===== config.mk =====
export PLATFORM = sky130hd
export DESIGN_NAME = req_admit_filter
export DESIGN_NICKNAME = d
export VERILOG_FILES = /design/src/rtl/admit_pkg.sv /design/src/rtl/admit_ctrl.sv /design/src/rtl/admit_datapath.sv /design/src/rtl/req_admit_filter.sv
export SDC_FILE = /design/constraint.sdc
export NUM_CORES = 1
export LEC_CHECK = 0
export CORE_AREA = 4 4 41 43
export CTS_BUF_LIST = sky130_fd_sc_hd__clkbuf_16
export CTS_CLUSTER_DIAMETER = 40
export DETAILED_ROUTE_END_ITERATION = 8
export DIE_AREA = 0 0 45 47
export DONT_BUFFER_PORTS = 1
export SYNTH_ARGS = -nofsm -noshare
export SYNTH_HDL_FRONTEND = slang
export SYNTH_SLANG_ARGS = --single-unit

===== constraint.sdc =====
create_clock -name clk -period 1.4 [get_ports clk]
set_input_delay 0.07 -clock clk [delete_from_list [all_inputs] [get_ports clk]]
set_output_delay 0.07 -clock clk [all_outputs]
set_load 0.1 [all_outputs]

===== src/rtl/admit_pkg.sv =====
package admit_pkg;
  typedef enum logic [1:0] {
    ROLE_NOTSET  = 2'd0,
    ROLE_MASTER  = 2'd1,
    ROLE_SLAVE   = 2'd2,
    ROLE_MONITOR = 2'd3
  } role_e;

  typedef enum logic [1:0] {
    CLS_LOCAL = 2'd0,
    CLS_DB    = 2'd1,
    CLS_MAC   = 2'd2,
    CLS_ISA   = 2'd3
  } class_e;

  // Strobes and permissions passed from control to datapath
  typedef struct packed {
    logic evalReq;   // a request is being judged this cycle
    logic cfgOpen;   // config writes permitted
    logic testOpen;  // test-mode permitted
    logic dbOpen;    // database class permitted
    logic linkOpen;  // MAC and ISA classes permitted
    logic spyOn;     // monitor role and synchronised
  } ctrlStrobe_t;
endpackage


===== src/rtl/admit_ctrl.sv =====
module admit_ctrl
  import admit_pkg::*;
(
  input  logic        clk,
  input  logic        rstN,
  input  logic        roleWr,
  input  logic [1:0]  roleIn,
  input  logic        syncIn,
  input  logic        relaxCfg,
  input  logic        reqValid,
  output role_e       roleQ,
  output logic        syncQ,
  output ctrlStrobe_t strobes
);
  always_ff @(posedge clk or negedge rstN) begin
    if (!rstN) begin
      roleQ <= ROLE_NOTSET;
      syncQ <= 1'b0;
    end else begin
      syncQ <= syncIn;
      if (roleWr) roleQ <= role_e'(roleIn);
    end
  end

  logic isNotSet, isMaster, isSlave, isMonitor;
  assign isNotSet  = (roleQ == ROLE_NOTSET);
  assign isMaster  = (roleQ == ROLE_MASTER);
  assign isSlave   = (roleQ == ROLE_SLAVE);
  assign isMonitor = (roleQ == ROLE_MONITOR);

  always_comb begin
    strobes.evalReq  = reqValid;
    strobes.cfgOpen  = isNotSet || relaxCfg;
    strobes.testOpen = isNotSet;
    strobes.dbOpen   = !isNotSet;
    strobes.linkOpen = isMaster || (isSlave && syncQ);
    strobes.spyOn    = isMonitor && syncQ;
  end
endmodule


===== src/rtl/admit_datapath.sv =====
module admit_datapath
  import admit_pkg::*;
#(
  parameter int ID_W = 8,
  parameter logic [ID_W-1:0] ID_RESET  = 8'h20,
  parameter logic [ID_W-1:0] ID_TEST   = 8'h21,
  parameter logic [ID_W-1:0] ID_CFG    = 8'h31,
  parameter logic [ID_W-1:0] ID_CFGNEW = 8'h71
) (
  input  logic            clk,
  input  logic            rstN,
  input  ctrlStrobe_t     strobes,
  input  logic [1:0]      reqClass,
  input  logic [ID_W-1:0] reqId,
  output logic            acceptPulse,
  output logic            rejectPulse,
  output logic            spyEnable
);
  logic localOk, grant;

  always_comb begin
    localOk = 1'b0;
    if (reqId == ID_RESET)                          localOk = 1'b1;
    else if (reqId == ID_TEST)                      localOk = strobes.testOpen;
    else if (reqId == ID_CFG || reqId == ID_CFGNEW) localOk = strobes.cfgOpen;
  end

  always_comb begin
    unique case (class_e'(reqClass))
      CLS_LOCAL: grant = localOk;
      CLS_DB:    grant = strobes.dbOpen;
      CLS_MAC,
      CLS_ISA:   grant = strobes.linkOpen;
      default:   grant = 1'b0;
    endcase
  end

  always_ff @(posedge clk or negedge rstN) begin
    if (!rstN) begin
      acceptPulse <= 1'b0;
      rejectPulse <= 1'b0;
    end else begin
      acceptPulse <= strobes.evalReq && grant;
      rejectPulse <= strobes.evalReq && !grant;
    end
  end

  assign spyEnable = strobes.spyOn;
endmodule


===== src/rtl/req_admit_filter.sv =====
module req_admit_filter
  import admit_pkg::*;
#(
  parameter int ID_W = 8,
  parameter logic [ID_W-1:0] ID_RESET  = 8'h20,
  parameter logic [ID_W-1:0] ID_TEST   = 8'h21,
  parameter logic [ID_W-1:0] ID_CFG    = 8'h31,
  parameter logic [ID_W-1:0] ID_CFGNEW = 8'h71
) (
  input  logic            clk,
  input  logic            rstN,
  input  logic            roleWr,
  input  logic [1:0]      roleIn,
  input  logic            syncIn,
  input  logic            relaxCfg,
  input  logic            reqValid,
  input  logic [1:0]      reqClass,
  input  logic [ID_W-1:0] reqId,
  output logic            acceptPulse,
  output logic            rejectPulse,
  output logic            spyEnable
);
  role_e       roleQ;
  logic        syncQ;
  ctrlStrobe_t strobes;

  admit_ctrl u_ctrl (
    .clk(clk), .rstN(rstN), .roleWr(roleWr), .roleIn(roleIn),
    .syncIn(syncIn), .relaxCfg(relaxCfg), .reqValid(reqValid),
    .roleQ(roleQ), .syncQ(syncQ), .strobes(strobes)
  );

  admit_datapath #(
    .ID_W(ID_W), .ID_RESET(ID_RESET), .ID_TEST(ID_TEST),
    .ID_CFG(ID_CFG), .ID_CFGNEW(ID_CFGNEW)
  ) u_dp (
    .clk(clk), .rstN(rstN), .strobes(strobes), .reqClass(reqClass),
    .reqId(reqId), .acceptPulse(acceptPulse), .rejectPulse(rejectPulse),
    .spyEnable(spyEnable)
  );
endmodule


Word level (Yosys, flattened, before mapping). Index checks and enable logic that the tools add are counted.

Latch bits: 0. Bits of input ports: 18. Memory bits (read-only): 0. Flip-flop bits (word level): 5. Output and inout bits: 3. Memories kept: 0. Memory bits (writable): 0. Word-level logic and storage cells: 30.

Add/subtract/negate cells: 0. Order comparisons: 0. Equal/unequal tests: 10. $mul: 0. Shifts and indexed selects: 0. Muxes and demuxes: 4. Div/mod/pow operators: 0. Bitwise logic cells: 0. Reductions and logical operators: 12.

Operator list (count): == test 8 x 6 -> 1 bit (second input constant) (3); == test 2 bit (second input constant) (4); == test 8 x 7 -> 1 bit (second input constant) (1); == test 2 x 1 -> 1 bit (second input constant) (2); logical AND 1 bit (4); zero test 2 bit (2); logical OR 1 bit (3); two-way mux 1 bit (3); case mux 1 bit (3 select lines) (1); zero test 1 bit (2); OR reduction 2 bit (1).

Logic depth before layout (Yosys ltp).
Word-level depth: 8. Depth in mapped cells: 3. Gate-level depth less buffers: 3.

By module. Synthesis repeated with hierarchy kept, for this count alone.

Cell total of the unflattened synthesis: 27. Area, all modules: 291.5 um2.

Modules (own cells, without submodules): admit_ctrl (seq. area each 75.1 um2, cells each 13, area an instance 155.1 um2, instances 1); admit_datapath (seq. area each 50.0 um2, cells each 14, area an instance 136.4 um2, instances 1).

Worst setup path after synthesis. OpenSTA, ideal clock, no wires.

Kind: reg2out. From: reg u_ctrl.roleQ[1]. To: out spyEnable. Data arrival time: 1157 ps. Setup slack: 173 ps. Required time: 1330 ps. Stages on the path, launching flop included: 2. Path buffers: 0. Cell sequence: dfrtp_1 and3_1.

Cells in the longest elaborated chain, start to end: 2.

Ends and longest elaborated chain: start, declared (line admit_ctrl.sv:11) `output role_e roleQ,`; start signal, assigned (line admit_ctrl.sv:21) `if (roleWr) roleQ <= role_e'(roleIn);`; == test 2 bit (line admit_ctrl.sv:29) `assign isMonitor = (roleQ == ROLE_MONITOR);`; logical AND 1 bit (line admit_ctrl.sv:37) `strobes.spyOn = isMonitor && syncQ;`; end, declared (line req_admit_filter.sv:21) `output logic spyEnable`.

Every way passes these cells.

==> impl_metrics.env <==
export IMPL_wl_per_cell_um=12.24
export IMPL_clock_skew_ns=0.001144
export IMPL_tightest_slew_ns=0.2794
export IMPL_vias=262
export IMPL_multi_input_area_sq_um=127.6
export IMPL_power_density_mw_per_mm2=1670
export IMPL_relSlewSlack_pct=81.52
export IMPL_die_h_um=47
export IMPL_synthFlopType="dfrtp_1"
export IMPL_ys_warn_count=0
export IMPL_synth_top_area_share_pct=47.39
export IMPL_setup_tns_ns=0
export IMPL_grt_pass1_wl_mm=1.035
export IMPL_start_kind="flip-flop"
export IMPL_clk_pin_slew_ns=0.03
export IMPL_path_class="flip-flop to flip-flop"
export IMPL_outcome="complete, no violations"
export IMPL_hold_class="primary input to flip-flop"
export IMPL_insertedDiodeCount=0
export IMPL_fin_hold_ws_ns=0.009795
export IMPL_crit_path_cell_trace="inv_1 -> o21ai_0 -> dlygate4sd3_1"
export IMPL_htreeDepth=1
export IMPL_yosysUniqueCellTypes=16
export IMPL_insertion_delay_ns=0.23
export IMPL_regArea_sq_um=125.1
export IMPL_crit_fanout=4
export IMPL_syn_inst=26
export IMPL_final_common_cell="dlygate4sd3_1"
export IMPL_timing_fmax_ghz=0.8143
export IMPL_dieArea_sq_mm=0.002115
export IMPL_synth_seq_area_share_pct=47.39
export IMPL_cts_buffer_depth=2
export IMPL_die_x_um=45
export IMPL_wl_met1_um=226
export IMPL_timing_final_hold_violations=0
export IMPL_grt_max_degree=6
export IMPL_numPortBuffers=0
export IMPL_max_cap_violations=0
export IMPL_layout_min_cycle_time_ns=1.228
export IMPL_total_power_uw=741.6
export IMPL_worstPathRequired_ns=1.51
export IMPL_cpPeakStageDelay_ns=0.55
export IMPL_fill_cells=143
export IMPL_antenna_left=0
export IMPL_ir_drop_v=0.0008907
export IMPL_dp_worst_setup_slack_ns=0.2823
export IMPL_period_share_pct=87.72
export IMPL_endpoint_kind="flip-flop"
export IMPL_slew_violations=0
export IMPL_area_growth_pct=68.25
export IMPL_synth_top_cell_by_area="dfrtp_1"
export IMPL_p_leak_nw=0.1953
export IMPL_dpl_hpwl_um=505.6
export IMPL_slowest_stage="dlygate4sd3_1"
export IMPL_wl_met2_um=350
export IMPL_rsz0062_at_grt="false"
export IMPL_synth_area_top_cells="dfrtp_1, nand2b_1, nor4_2"
export IMPL_ctsResizeCount=0
export IMPL_drive_gt1_share_pct=20.51
export IMPL_cp_arrival_ns=1.33
export IMPL_final_cell_mix="dlygate4sd3_1, dfrtp_1, inv_1"
export IMPL_fin_util_pct=34.13
export IMPL_fin_nets=58
export IMPL_cts_root_buf="clkbuf_16"
export IMPL_first_global_vias=283
export IMPL_drt_pass1_iterations=2
export IMPL_drtIter0Drc=7
export IMPL_coreArea_sq_mm=0.001301
export IMPL_synth_nets=44
export IMPL_syn_avg_cell_area_sq_um=10.15
export IMPL_wirelength_um=661
export IMPL_via_per_inst=4.852
export IMPL_antenna_found_initial=0
export IMPL_place_congestion=0.6669
export IMPL_grt_overflow=0
export IMPL_netlist_area_sq_um=264.0
export IMPL_cts_num_sinks=5
export IMPL_initial_core_util_pct=20.29
export IMPL_num_io_pins=21
export IMPL_cts_setup_buffers=0
export IMPL_track_usage_pct=7.619
export IMPL_worst_slack_ns=0.1719
export IMPL_synth_edf_count=0
export IMPL_ys_async_sr_fraction_pct=100.0
export IMPL_rows=13
export IMPL_cts_made_buffers=3
export IMPL_cts_tree="built"
export IMPL_cts_hold_buf=6
export IMPL_synth_seq_cells=5
export IMPL_setup_viol=0
export IMPL_drc=0
export IMPL_route_top_layer_used="met4"
export IMPL_wl_met3_um=70
-- cell families after synthesis --
kind of cell / after synthesis / share of synthesized area [%]
AO/OA/AOI/OAI: 8 / 22.75
buffers and inverters: 3 / 4.265
flip-flops: 5 / 47.39
multiplexers: 1 / 4.265
AND/OR/NAND/NOR: 9 / 21.33
-- critical path, delay by kind of cell, from the launching register on --
family / cells / cell delay (ns)
buf+inv: 2 / 0.64
compound gates: 1 / 0.08
flops: 1 / 0.39
-- area by class of cell --
class | count | area share (%)
Clock buffer | 3 | 16.90
Inverter | 3 | 2.535
Multi-Input combinational cell | 18 | 28.73
Sequential cell | 5 | 28.17
Clock inverter | 1 | 0.8451
Tap cell | 15 | 4.225
Timing Repair Buffer | 9 | 18.59
-- final timing paths --
path / start / to / slack, ns / cells after the start
max in group asynchronous: rstN / u_ctrl.roleQ[1] / 1.07 / 1
min in group asynchronous: rstN / u_dp.acceptPulse / 0.14 / 1
max: u_ctrl.roleQ[0] / u_ctrl.roleQ[0] / 0.17 / 3
max reg2reg: u_ctrl.roleQ[0] / u_ctrl.roleQ[0] / 0.17 / 3
min reg2reg: u_ctrl.roleQ[1] / u_ctrl.roleQ[1] / 0.58 / 1
min: reqValid / u_dp.acceptPulse / 0.01 / 2
-- sequential cells by signal (all words and copies together), names as in the netlist --
register / cells
u_ctrl.roleQ: 2
u_ctrl.syncQ: 1
u_dp.acceptPulse: 1
u_dp.rejectPulse: 1
-- per-layer routing --
layer | global-route usage (%) | vias to the layer above
met5 | 0 | -
met4 | 5.263 | 0
met3 | 6.897 | 2
met2 | 11.02 | 11
met1 | 6.912 | 125
li1 | - | 124
-- Yosys cell counts, drive strengths merged, types with 2 or more instances --
library cell,count
dfrtp,5
inv,3
nand2,2
nand2b,3
o22ai,2
-- power by group --
part / internal, mW / switching (mW) / leakage [nW]
Combinational: 0.0395 / 0.0744 / 0.0918
Sequential: 0.158 / 0.00770 / 0.0613
Clock: 0.370 / 0.0925 / 0.0423
Total: 0.567 / 0.175 / 0.195
-- stage by stage --
step                      cells  cell area, sq um
after detailed placement     44             305.3
final                        54             444.2
after floorplan              26             264.0
after CTS                    54             444.2
after global routing         54             444.2
after global placement       44             305.3
Power figures use the tool's default switching activity.
